**config.mk**
```make
export PLATFORM = sky130hd
export DESIGN_NAME = colstream_top
export DESIGN_NICKNAME = d
export VERILOG_FILES = /design/src/rtl/colstream_pkg.sv /design/src/rtl/cs_token_ring.sv /design/src/rtl/cs_latch_bank.sv /design/src/rtl/cs_read_pipe.sv /design/src/rtl/cs_write_pipe.sv /design/src/rtl/colstream_top.sv
export SDC_FILE = /design/constraint.sdc
export NUM_CORES = 1
export LEC_CHECK = 0
export BUFFER_PORTS_ARGS = -buffer_cell sky130_fd_sc_hd__buf_2
export CAP_MARGIN = 20
export CORE_UTILIZATION = 65
export CTS_CLUSTER_SIZE = 14
export DETAILED_ROUTE_END_ITERATION = 10
export PLACE_DENSITY = 0.82
export RECOVER_POWER = 100
export REMOVE_ABC_BUFFERS = 1
export SLEW_MARGIN = 20
export SYNTH_ARGS = -nofsm -noshare
export SYNTH_HDL_FRONTEND = slang
export SYNTH_SLANG_ARGS = --single-unit
```
**constraint.sdc**
```tcl
create_clock -name clk -period 2.69 [get_ports clk]
set_input_delay 0.1345 -clock clk [delete_from_list [all_inputs] [get_ports clk]]
set_output_delay 0.1345 -clock clk [all_outputs]
set_load 0.03 [all_outputs]
```
**src/rtl/colstream_pkg.sv**
```systemverilog
package colstream_pkg;
  localparam int CS_DATA_W  = 8;
  localparam int CS_NUM_BLK = 64;
  localparam int CS_NUM_QD  = 4;
  localparam int CS_LEN_W   = 7;

  typedef enum logic [1:0] {
    CS_IDLE  = 2'd0,
    CS_RUN   = 2'd1,
    CS_DRAIN = 2'd2
  } cs_state_e;
endpackage

```
**src/rtl/cs_token_ring.sv**
```systemverilog
module cs_token_ring #(
  parameter int NUM_BLK = 64,
  parameter int COL_W   = $clog2(NUM_BLK)
) (
  input  logic               clk,
  input  logic               rst_n,
  input  logic               load,
  input  logic [COL_W-1:0]   load_col,
  input  logic               step,
  output logic [NUM_BLK-1:0] sel
);
  logic [NUM_BLK-1:0] sel_q, sel_d;

  // preset wins over advance; advance rotates the token one lane up
  always_comb begin
    sel_d = sel_q;
    if (load) begin
      sel_d = '0;
      sel_d[load_col] = 1'b1;
    end else if (step) begin
      sel_d = {sel_q[NUM_BLK-2:0], sel_q[NUM_BLK-1]};
    end
  end

  always_ff @(posedge clk or negedge rst_n) begin
    if (!rst_n) sel_q <= '0;
    else        sel_q <= sel_d;
  end

  assign sel = sel_q;
endmodule

```
**src/rtl/cs_latch_bank.sv**
```systemverilog
module cs_latch_bank #(
  parameter int DATA_W  = 8,
  parameter int NUM_BLK = 64
) (
  input  logic                      clk,
  input  logic                      rst_n,
  input  logic                      wr_en,
  input  logic [NUM_BLK-1:0]        wr_sel,
  input  logic [DATA_W-1:0]         wr_data,
  output logic [NUM_BLK*DATA_W-1:0] lanes
);
  for (genvar i = 0; i < NUM_BLK; i++) begin : g_lane
    logic [DATA_W-1:0] lane_q;
    logic              lane_we;
    assign lane_we = wr_en & wr_sel[i];
    always_ff @(posedge clk or negedge rst_n) begin
      if (!rst_n)       lane_q <= '0;
      else if (lane_we) lane_q <= wr_data;
    end
    assign lanes[i*DATA_W +: DATA_W] = lane_q;
  end
endmodule

```
**src/rtl/cs_read_pipe.sv**
```systemverilog
module cs_read_pipe #(
  parameter int DATA_W  = 8,
  parameter int NUM_BLK = 64,
  parameter int NUM_QD  = 4
) (
  input  logic                      clk,
  input  logic                      rst_n,
  input  logic                      issue,
  input  logic [NUM_BLK-1:0]        sel,
  input  logic [NUM_BLK*DATA_W-1:0] lanes,
  input  logic                      out_ready,
  output logic                      adv,
  output logic                      out_valid,
  output logic [DATA_W-1:0]         out_data,
  output logic                      pipe_busy
);
  localparam int NUM_HALF = NUM_QD * 2;
  localparam int PER_HALF = NUM_BLK / NUM_HALF;

  logic [DATA_W-1:0] half_d [NUM_HALF];
  logic [DATA_W-1:0] half_q [NUM_HALF];
  logic [DATA_W-1:0] quad_d [NUM_QD];
  logic [DATA_W-1:0] quad_q [NUM_QD];
  logic [DATA_W-1:0] pick_d, pick_q;
  logic v1_q, v2_q, v3_q;

  // stage 1: each half-quadrant picks the lane its token bit marks
  // half index = quadrant*2 + half, half 0 = top
  always_comb begin
    for (int g = 0; g < NUM_HALF; g++) begin
      half_d[g] = '0;
      for (int l = 0; l < PER_HALF; l++) begin
        half_d[g] = half_d[g] |
          (lanes[(g*PER_HALF+l)*DATA_W +: DATA_W] & {DATA_W{sel[g*PER_HALF+l]}});
      end
    end
  end

  // stage 2: top and bottom of each quadrant merge
  always_comb begin
    for (int q = 0; q < NUM_QD; q++) quad_d[q] = half_q[2*q] | half_q[2*q+1];
  end

  // stage 3: the four quadrant pickups merge
  always_comb begin
    pick_d = '0;
    for (int q = 0; q < NUM_QD; q++) pick_d = pick_d | quad_q[q];
  end

  assign adv = !(v3_q && !out_ready);

  always_ff @(posedge clk or negedge rst_n) begin
    if (!rst_n) begin
      v1_q <= 1'b0;
      v2_q <= 1'b0;
      v3_q <= 1'b0;
      pick_q <= '0;
      for (int g = 0; g < NUM_HALF; g++) half_q[g] <= '0;
      for (int q = 0; q < NUM_QD; q++)   quad_q[q] <= '0;
    end else if (adv) begin
      v1_q <= issue;
      v2_q <= v1_q;
      v3_q <= v2_q;
      pick_q <= pick_d;
      for (int g = 0; g < NUM_HALF; g++) half_q[g] <= half_d[g];
      for (int q = 0; q < NUM_QD; q++)   quad_q[q] <= quad_d[q];
    end
  end

  assign out_valid = v3_q;
  assign out_data  = pick_q;
  assign pipe_busy = v1_q | v2_q | v3_q;
endmodule

```
**src/rtl/cs_write_pipe.sv**
```systemverilog
module cs_write_pipe #(
  parameter int DATA_W = 8
) (
  input  logic              clk,
  input  logic              rst_n,
  input  logic              fire,
  input  logic [DATA_W-1:0] din,
  output logic              wr_en,
  output logic [DATA_W-1:0] wr_data,
  output logic              pipe_busy
);
  logic              w1_v, w2_v;
  logic [DATA_W-1:0] w1_d, w2_d;

  always_ff @(posedge clk or negedge rst_n) begin
    if (!rst_n) begin
      w1_v <= 1'b0;
      w2_v <= 1'b0;
      w1_d <= '0;
      w2_d <= '0;
    end else begin
      w1_v <= fire;
      w2_v <= w1_v;
      if (fire) w1_d <= din;
      if (w1_v) w2_d <= w1_d;
    end
  end

  assign wr_en     = w2_v;
  assign wr_data   = w2_d;
  assign pipe_busy = w1_v | w2_v;
endmodule

```
**src/rtl/colstream_top.sv**
```systemverilog
module colstream_top
  import colstream_pkg::*;
#(
  parameter int DATA_W  = CS_DATA_W,
  parameter int NUM_BLK = CS_NUM_BLK,
  parameter int NUM_QD  = CS_NUM_QD,
  parameter int LEN_W   = CS_LEN_W,
  parameter int COL_W   = $clog2(NUM_BLK)
) (
  input  logic              clk,
  input  logic              rst_n,
  input  logic              start,
  input  logic [COL_W-1:0]  start_col,
  input  logic              dir_rd,
  input  logic [LEN_W-1:0]  xfer_len,
  input  logic              in_valid,
  output logic              in_ready,
  input  logic [DATA_W-1:0] in_data,
  output logic              out_valid,
  input  logic              out_ready,
  output logic [DATA_W-1:0] out_data,
  output logic              busy
);
  cs_state_e          state_q, state_d;
  logic [LEN_W-1:0]   rem_q, rem_d;
  logic               dir_q, dir_d;
  logic               start_ok, rd_issue, wr_fire, dec, adv;
  logic               rp_busy, wp_busy, wp_wr_en, tok_step;
  logic [DATA_W-1:0]  wp_wr_data;
  logic [NUM_BLK-1:0] tok_sel;
  logic [NUM_BLK*DATA_W-1:0] lanes;

  assign start_ok = (state_q == CS_IDLE) && start && (xfer_len != '0);
  assign in_ready = (state_q == CS_RUN) && !dir_q;
  assign wr_fire  = in_ready && in_valid;
  assign rd_issue = (state_q == CS_RUN) && dir_q && adv;
  assign dec      = rd_issue | wr_fire;
  assign tok_step = dir_q ? rd_issue : wp_wr_en;
  assign busy     = (state_q != CS_IDLE);

  always_comb begin
    state_d = state_q;
    rem_d   = rem_q;
    dir_d   = dir_q;
    unique case (state_q)
      CS_IDLE: if (start_ok) begin
        state_d = CS_RUN;
        rem_d   = xfer_len;
        dir_d   = dir_rd;
      end
      CS_RUN: if (dec) begin
        rem_d = rem_q - LEN_W'(1);
        if (rem_q == LEN_W'(1)) state_d = CS_DRAIN;
      end
      CS_DRAIN: if (!rp_busy && !wp_busy) state_d = CS_IDLE;
      default: state_d = CS_IDLE;
    endcase
  end

  always_ff @(posedge clk or negedge rst_n) begin
    if (!rst_n) begin
      state_q <= CS_IDLE;
      rem_q   <= '0;
      dir_q   <= 1'b0;
    end else begin
      state_q <= state_d;
      rem_q   <= rem_d;
      dir_q   <= dir_d;
    end
  end

  cs_token_ring #(.NUM_BLK(NUM_BLK), .COL_W(COL_W)) u_tok (
    .clk(clk), .rst_n(rst_n), .load(start_ok), .load_col(start_col),
    .step(tok_step), .sel(tok_sel)
  );

  cs_write_pipe #(.DATA_W(DATA_W)) u_wp (
    .clk(clk), .rst_n(rst_n), .fire(wr_fire), .din(in_data),
    .wr_en(wp_wr_en), .wr_data(wp_wr_data), .pipe_busy(wp_busy)
  );

  cs_latch_bank #(.DATA_W(DATA_W), .NUM_BLK(NUM_BLK)) u_bank (
    .clk(clk), .rst_n(rst_n), .wr_en(wp_wr_en), .wr_sel(tok_sel),
    .wr_data(wp_wr_data), .lanes(lanes)
  );

  cs_read_pipe #(.DATA_W(DATA_W), .NUM_BLK(NUM_BLK), .NUM_QD(NUM_QD)) u_rp (
    .clk(clk), .rst_n(rst_n), .issue(rd_issue), .sel(tok_sel), .lanes(lanes),
    .out_ready(out_ready), .adv(adv), .out_valid(out_valid),
    .out_data(out_data), .pipe_busy(rp_busy)
  );
endmodule

```
==> out/metrics.yaml, run 1 <==
cts:
  clk_pin_slew_ns: 0.06
  htree_num_levels: 3
  numCtsBuffers: 71
  clkLatencyLatePin_ns: 0.61
  clkSinkCount: 711
  cts_root_buf: "clkbuf_16"
  cts_tree: "done"
  cts_buffer_depth: 3
synth:
  synth_cells: 2345
  synth_seq_area_share_pct: 58.5
  yosys_warnings: 0
  synth_cell_types: 50
  syn_area_per_cell_um2: 13.0
  syn_area_um2: 30400
  ys_ff_latch: 711
routing:
  drt-wirelength-per-cell_um: 25.2
  drt_first_iter_violations: 1957
  vias: 20144
  drc: 0
  ant_nets: 0
  via_per_inst: 6.79
  finalWirelength_um: 74800
  firstDrtPassIters: 8
grt:
  grt_overflow: 0
  grt_antenna_before_repair: 4
  grt_max_degree: 104
  grtUsageTotal_pct: 32.5
  grt_pass1_vias: 21010
  grt_pass1_wl_um: 119000
finish:
  fin_nets: 2345
  fin_util_pct: 72.5
  fillers: 2928
  drive_gt1_share_pct: 29.3
  area_delta_synth_final_pct: 9.19
  finalNonFillerCells: 2967
setup_path:
  arrival_ns: 2.84
  required_ns: 3.15
  slowest_delay_ns: 0.79
  cp_max_fo: 65
  cp_cell_sequence: "clkbuf_4, nand2_1, mux2_1"
  worst_setup_path_start_kind: "register"
  crit_slowest_cell: "clkbuf_4"
  endpoint_kind: "register"
  critPathKind: "register to register"
floorplan:
  ios: 38
  fp.dieH_um: 218
  start_util_pct: 66.4
  die_w_um: 218
  num_rows: 78
  core_area_um2: 45800
  fp.dieArea_um2: 47600
placement:
  portBuffers: 37
  pre_cts_ws_ns: 0.638
  place_hpwl_um: 46600
  gp_congestion: 0.892
  dp.cells: 2827
timing:
  hold_violations: 0
  skew_ns: 0.0181
  slew_violations: 155
  finalCritPeriodShare_pct: 88.5
  setup_viol: 0
  tightest_slew_ns: 1.87
  setup_ws_ns: 0.309
  slew-limit-headroom_pct: -24.6
  setup_tns_ns: 0
  rsz0062_at_grt: "false"
  min_period_ns: 2.38
  clock.fmax_mhz: 420
power_and_ir_drop:
  leakagePower_nw: 14.2
  ir_drop_uv: 1050
  powerDensity_nw_per_um2: 1410
run_status:
  status: "finished, violations left"
  violations: "max-capacitance violations, max-slew violations"
run:
  max-cap-violations: 3
hold_path:
  hold_class: "primary input to register"
[layer usage]
metal / vias up / part of all wire (%) / global-route usage [%]
met5: - / 0.064 / 0
li1: 8543 / - / -
met1: 10489 / 41 / 44.0
met4: 6 / 4.0 / 13.3
met3: 226 / 7.7 / 6.07
met2: 880 / 48 / 52.2
[worst max-delay path: cells and delay by family (launching register included)]
| kind | cells | cell delay [ns] |
|---|---|---|
| buffers and inverters | 1 | 0.79 |
| flip-flops | 1 | 0.35 |
| multiplexers | 1 | 0.49 |
| AND/OR/NAND/NOR | 1 | 0.54 |
[Yosys cell counts (all sizes together)]
| master | n | area, um2 |
|---|---|---|
| a211oi | 2 | 20.0 |
| a21boi | 1 | 11.3 |
| a21oi | 68 | 340 |
| a221oi | 130 | 1140 |
| a22o | 129 | 1130 |
| a31oi | 65 | 407 |
| and2 | 1 | 6.26 |
| and4 | 1 | 8.76 |
| and4b | 1 | 10.0 |
| buf | 99 | 604 |
| clkbuf | 89 | 334 |
| clkinv | 1 | 3.75 |
| dfrtp | 711 | 17800 |
| ha | 2 | 25.0 |
| inv | 5 | 18.8 |
| mux2 | 529 | 5960 |
| mux2i | 69 | 703 |
| nand2 | 146 | 548 |
| nand2b | 3 | 21.3 |
| nand3 | 7 | 40.0 |
| nand3b | 6 | 45.0 |
| nand4 | 1 | 6.26 |
| nor2 | 202 | 761 |
| nor2b | 1 | 8.76 |
| nor3 | 5 | 25.0 |
| nor3b | 1 | 7.51 |
| nor4 | 10 | 77.6 |
| o2111ai | 1 | 8.76 |
| o21ai | 47 | 246 |
| o22ai | 1 | 6.26 |
| o2bb2ai | 1 | 8.76 |
| o32ai | 1 | 8.76 |
| or2b | 1 | 7.51 |
| or3 | 3 | 18.8 |
| or3b | 4 | 35.0 |
| or4 | 1 | 7.51 |
[cells in the final DEF, fill, tap and decap left out, types with 34 or more instances in the layout]
master,n
mux2_2,520
a31oi_1,65
clkbuf_16,75
nor2_1,201
o21ai_0,45
a22o_1,129
mux2i_1,68
clkbuf_1,34
a221oi_1,130
a21oi_1,68
nand2_1,146
dfrtp_1,706
[state kept, by name (all words and copies together), names as in the netlist]
name                  cells
u_rp.quad_q              32
u_bank.g_lane.lane_q    512
u_wp.w1_d                 8
u_rp.out_data             8
u_wp.w1_v                 1
rem_q                     7
u_wp.wr_data              8
u_rp.v2_q                 1
dir_q                     1
u_rp.v1_q                 1
u_tok.sel                64
u_wp.wr_en                1
state_q                   2
u_rp.out_valid            1
u_rp.half_q              64
[worst paths after layout]
path                                  from                           to  slack, ns  cells after the start
max                             u_wp.wr_en  u_bank.g_lane[48].lane_q[4]       0.31                      3
min                            xfer_len[0]                     rem_q[0]       0.05                      5
max reg2reg                     u_wp.wr_en  u_bank.g_lane[48].lane_q[4]       0.31                      3
min reg2reg                u_rp.quad_q[28]              u_rp.quad_q[28]       0.47                      2
max in group asynchronous            rst_n  u_bank.g_lane[15].lane_q[0]       0.58                      3
min in group asynchronous            rst_n  u_bank.g_lane[20].lane_q[0]       0.58                      2
[cells by family after synthesis]
family / Yosys count / share of synthesized area (%)
buffers and inverters: 194 / 3.16
multiplexers: 598 / 21.9
flip-flops: 711 / 58.5
AND/OR/NAND/NOR: 394 / 5.37
AO/OA/AOI/OAI: 446 / 11.0
adder cells (fa/ha/maj): 2 / 0.0823
[power by group]
group	total, mW	internal (mW)	switching (mW)
registers	21.5	16.0	5.53
logic	15.6	8.28	7.34
clock network	9.63	5.57	4.07
[what timing repair did]
item,in CTS,in global routing
hold buffers,16,0
setup buffers,0,0
endpoints found under the hold margin,246,0
resized for setup,0,0
[metrics by stage]
step                power (mW)  hold slack [ns]  instance area (um2)
finish                    46.8           0.0502                33200
global route              49.0           0.0798                33200
CTS                       46.7          0.00738                33300
detailed placement        36.8            0.140                30900
global placement          35.7            0.139                30900
floorplan                 30.9           -0.161                29500
[area by class of cell]
| class | instances | area (um2) | share of cell area, % |
|---|---|---|---|
| tap | 600 | 751 | 2.26 |
| clock buffer | 105 | 2090 | 6.29 |
| antenna | 2 | 5.00 | 0.0151 |
| timing repair buffer | 86 | 736 | 2.22 |
| sequential | 711 | 17800 | 53.6 |
| inverter | 6 | 22.5 | 0.0678 |
| clock inverter | 17 | 150 | 0.452 |
| multi-input combinational | 1440 | 11600 | 35.1 |
(Power assumes the default switching activity.)
==> inputs of run 2 (changes only) <==
--- a/config.mk
+++ b/config.mk
@@ -7,6 +7,7 @@
 export LEC_CHECK = 0
 export BUFFER_PORTS_ARGS = -buffer_cell sky130_fd_sc_hd__buf_2
 export CAP_MARGIN = 20
+export CORE_MARGIN = 2
 export CORE_UTILIZATION = 65
 export CTS_CLUSTER_SIZE = 14
 export DETAILED_ROUTE_END_ITERATION = 10
==> out/metrics.yaml, run 2 (synthesis gave the netlist of run 1 again) <==
cts:
  clkSinkCount: 711
  clk_pin_slew_ns: 0.06
  cts_buffer_depth: 3
  numCtsBuffers: 73
  cts_repair_resize_count: 0
  clkLatencyLatePin_ns: 0.62
  htree_num_levels: 3
  cts_tree: "done"
  cts_setup_buffers: 0
  cts_root_buf: "clkbuf_16"
timing:
  hold_ws_ns: 0.00147
  slew_violations: 151
  min_period_ns: 2.38
  setup_viol: 0
  clock.fmax_mhz: 420
  tightest_slew_ns: 1.81
  slew-limit-headroom_pct: -20.9
  skew_ns: 0.0254
  rsz0062_at_grt: "false"
  hold_violations: 0
  finalCritPeriodShare_pct: 88.5
  setup_tns_ns: 0
setup_path:
  worst-path-stages: 6
  required_ns: 3.17
  critPathKind: "register to register"
  reg2regPathDepth: 6
  arrival_ns: 2.87
  critPathTopFamily: "multiplexers"
  crit_slowest_cell: "mux2i_2"
  worstReg2RegEnd: "u_tok.sel[40]"
  cp_max_fo: 34
  cp_cell_sequence: "nand2b_2, nor2_2, mux2i_2, buf_12, mux2i_1, a21oi_1"
  slowest_delay_ns: 0.71
  cp_num_buf_inv: 1
  r2r-start: "state_q[0]"
  reg2reg_slack_ns: 0.31
  worst_setup_path_start_kind: "register"
  endpoint_kind: "register"
floorplan:
  die_w_um: 220
  num_rows: 79
  fp.dieH_um: 220
  start_util_pct: 65.6
  core_area_um2: 46400
  fp.dieArea_um2: 48500
  ios: 38
routing:
  drc: 0
  finalWirelength_um: 75000
  via_per_inst: 6.74
  vias: 20084
  drt-wirelength-per-cell_um: 25.2
  ant_nets: 0
  firstDrtPassIters: 8
  drt_first_iter_violations: 1624
power_and_ir_drop:
  powerDensity_nw_per_um2: 1420
  pwr-share-comb_pct: 32.9
  p_int_mw: 30.4
  p_switching_mw: 17.0
  switching_share_pct: 35.9
  p_clk_share_pct: 21.8
  leakagePower_nw: 14.3
  p_total_mw: 47.5
  ir_drop_uv: 1390
  seqPwrFrac_pct: 45.3
finish:
  top_register: "u_bank.g_lane.lane_q"
  fin_nets: 2345
  final_cell_mix: "dfrtp_1 (709), mux2_2 (528), nor2_1 (201), nand2_1 (146)"
  largest_reg_flops: 512
  fin_util_pct: 72.1
  area_delta_synth_final_pct: 9.91
  final_common_cell: "dfrtp_1"
  drive_gt1_share_pct: 30.0
  finalNonFillerCells: 2981
hold_path:
  whs_path_depth: 4
  min-delay-start: "out_ready"
  holdPathEnd: "u_rp.v1_q"
  hold_class: "primary input to register"
placement:
  place_hpwl_um: 46600
  gp_congestion: 0.873
  dp.cells: 2833
  portBuffers: 37
run:
  max-cap-violations: 3
grt:
  grt_antenna_before_repair: 5
  grt_pass1_wl_um: 118000
  grt_max_degree: 111
  grtUsageTotal_pct: 31.7
  grt_pass1_vias: 20577
  grt_overflow: 0
run_status:
  status: "finished, violations left"
  violations: "max-capacitance violations, max-slew violations"
[run 2: cell types whose count changed in the layout (fill, tap and decap cells not counted), moves of 3 or more]
| cell | previous run | this run |
|---|---|---|
| clkbuf_8 | 10 | 20 |
| mux2_1 | 9 | 1 |
| mux2_2 | 520 | 528 |
| buf_4 | 6 | 9 |
| clkbuf_2 | 9 | 6 |
| dfrtp_1 | 706 | 709 |
| dfrtp_2 | 5 | 2 |
[run 2: what timing repair did]
item | 4_1_cts | 5_1_grt
setup endpoints to repair | 0 | 0
endpoints found under the hold margin | 324 | 0
hold buffers | 15 | 0
[run 2: worst max-delay path by stage]
stage                     slack [ns]            end      startpoint
after floorplan                -1.33   u_tok.sel[0]  u_rp.out_valid
after global placement          0.72  u_tok.sel[60]      state_q[0]
after detailed placement        0.68  u_tok.sel[50]      state_q[0]
after CTS                       0.64  u_tok.sel[50]      state_q[0]
after global routing            0.22  u_tok.sel[11]      state_q[0]
final                           0.31  u_tok.sel[40]      state_q[0]
[run 2: power groups by stage]
stage | clock, mW | combinational (mW) | sequential (mW)
after global placement | 0 | 14.7 | 21.0
after global routing | 10.9 | 16.8 | 22.0
final | 10.4 | 15.6 | 21.5
after detailed placement | 0 | 15.5 | 21.4
after floorplan | 0 | 11.4 | 19.6
after CTS | 10.4 | 15.7 | 21.3
[run 2: per-layer routing]
layer	global-route usage, %	part of all wire, %	up-vias
li1	-	-	8560
met1	42.5	41	10556
met2	52.0	49	767
met3	5.99	6.7	193
met4	11.9	3.4	8
met5	0	0.057	-
[run 2: per-stage QoR]
step                      instance area (um2)  setup WS, ns
final                                   33400         0.309
after global routing                    33400         0.223
after CTS                               33500         0.639
after detailed placement                30900         0.678
after global placement                  30900         0.723
after floorplan                         29500         -1.33
[run 2: layout make-up]
type | count | area (um2)
well taps | 607 | 759
clock buffers | 115 | 2270
clock inverters | 17 | 200
inverters | 6 | 22.5
multi-input cells | 1440 | 11600
diodes | 1 | 2.50
repair buffers | 84 | 726
fillers | 2913 | 12900
flip-flops and latches | 711 | 17800
[run 2: worst min-delay path, cell delays in order]
cell and delay [ns]:
buf_2 0.10, nor2b_1 0.06, nor2_2 0.12, a22o_1 0.15
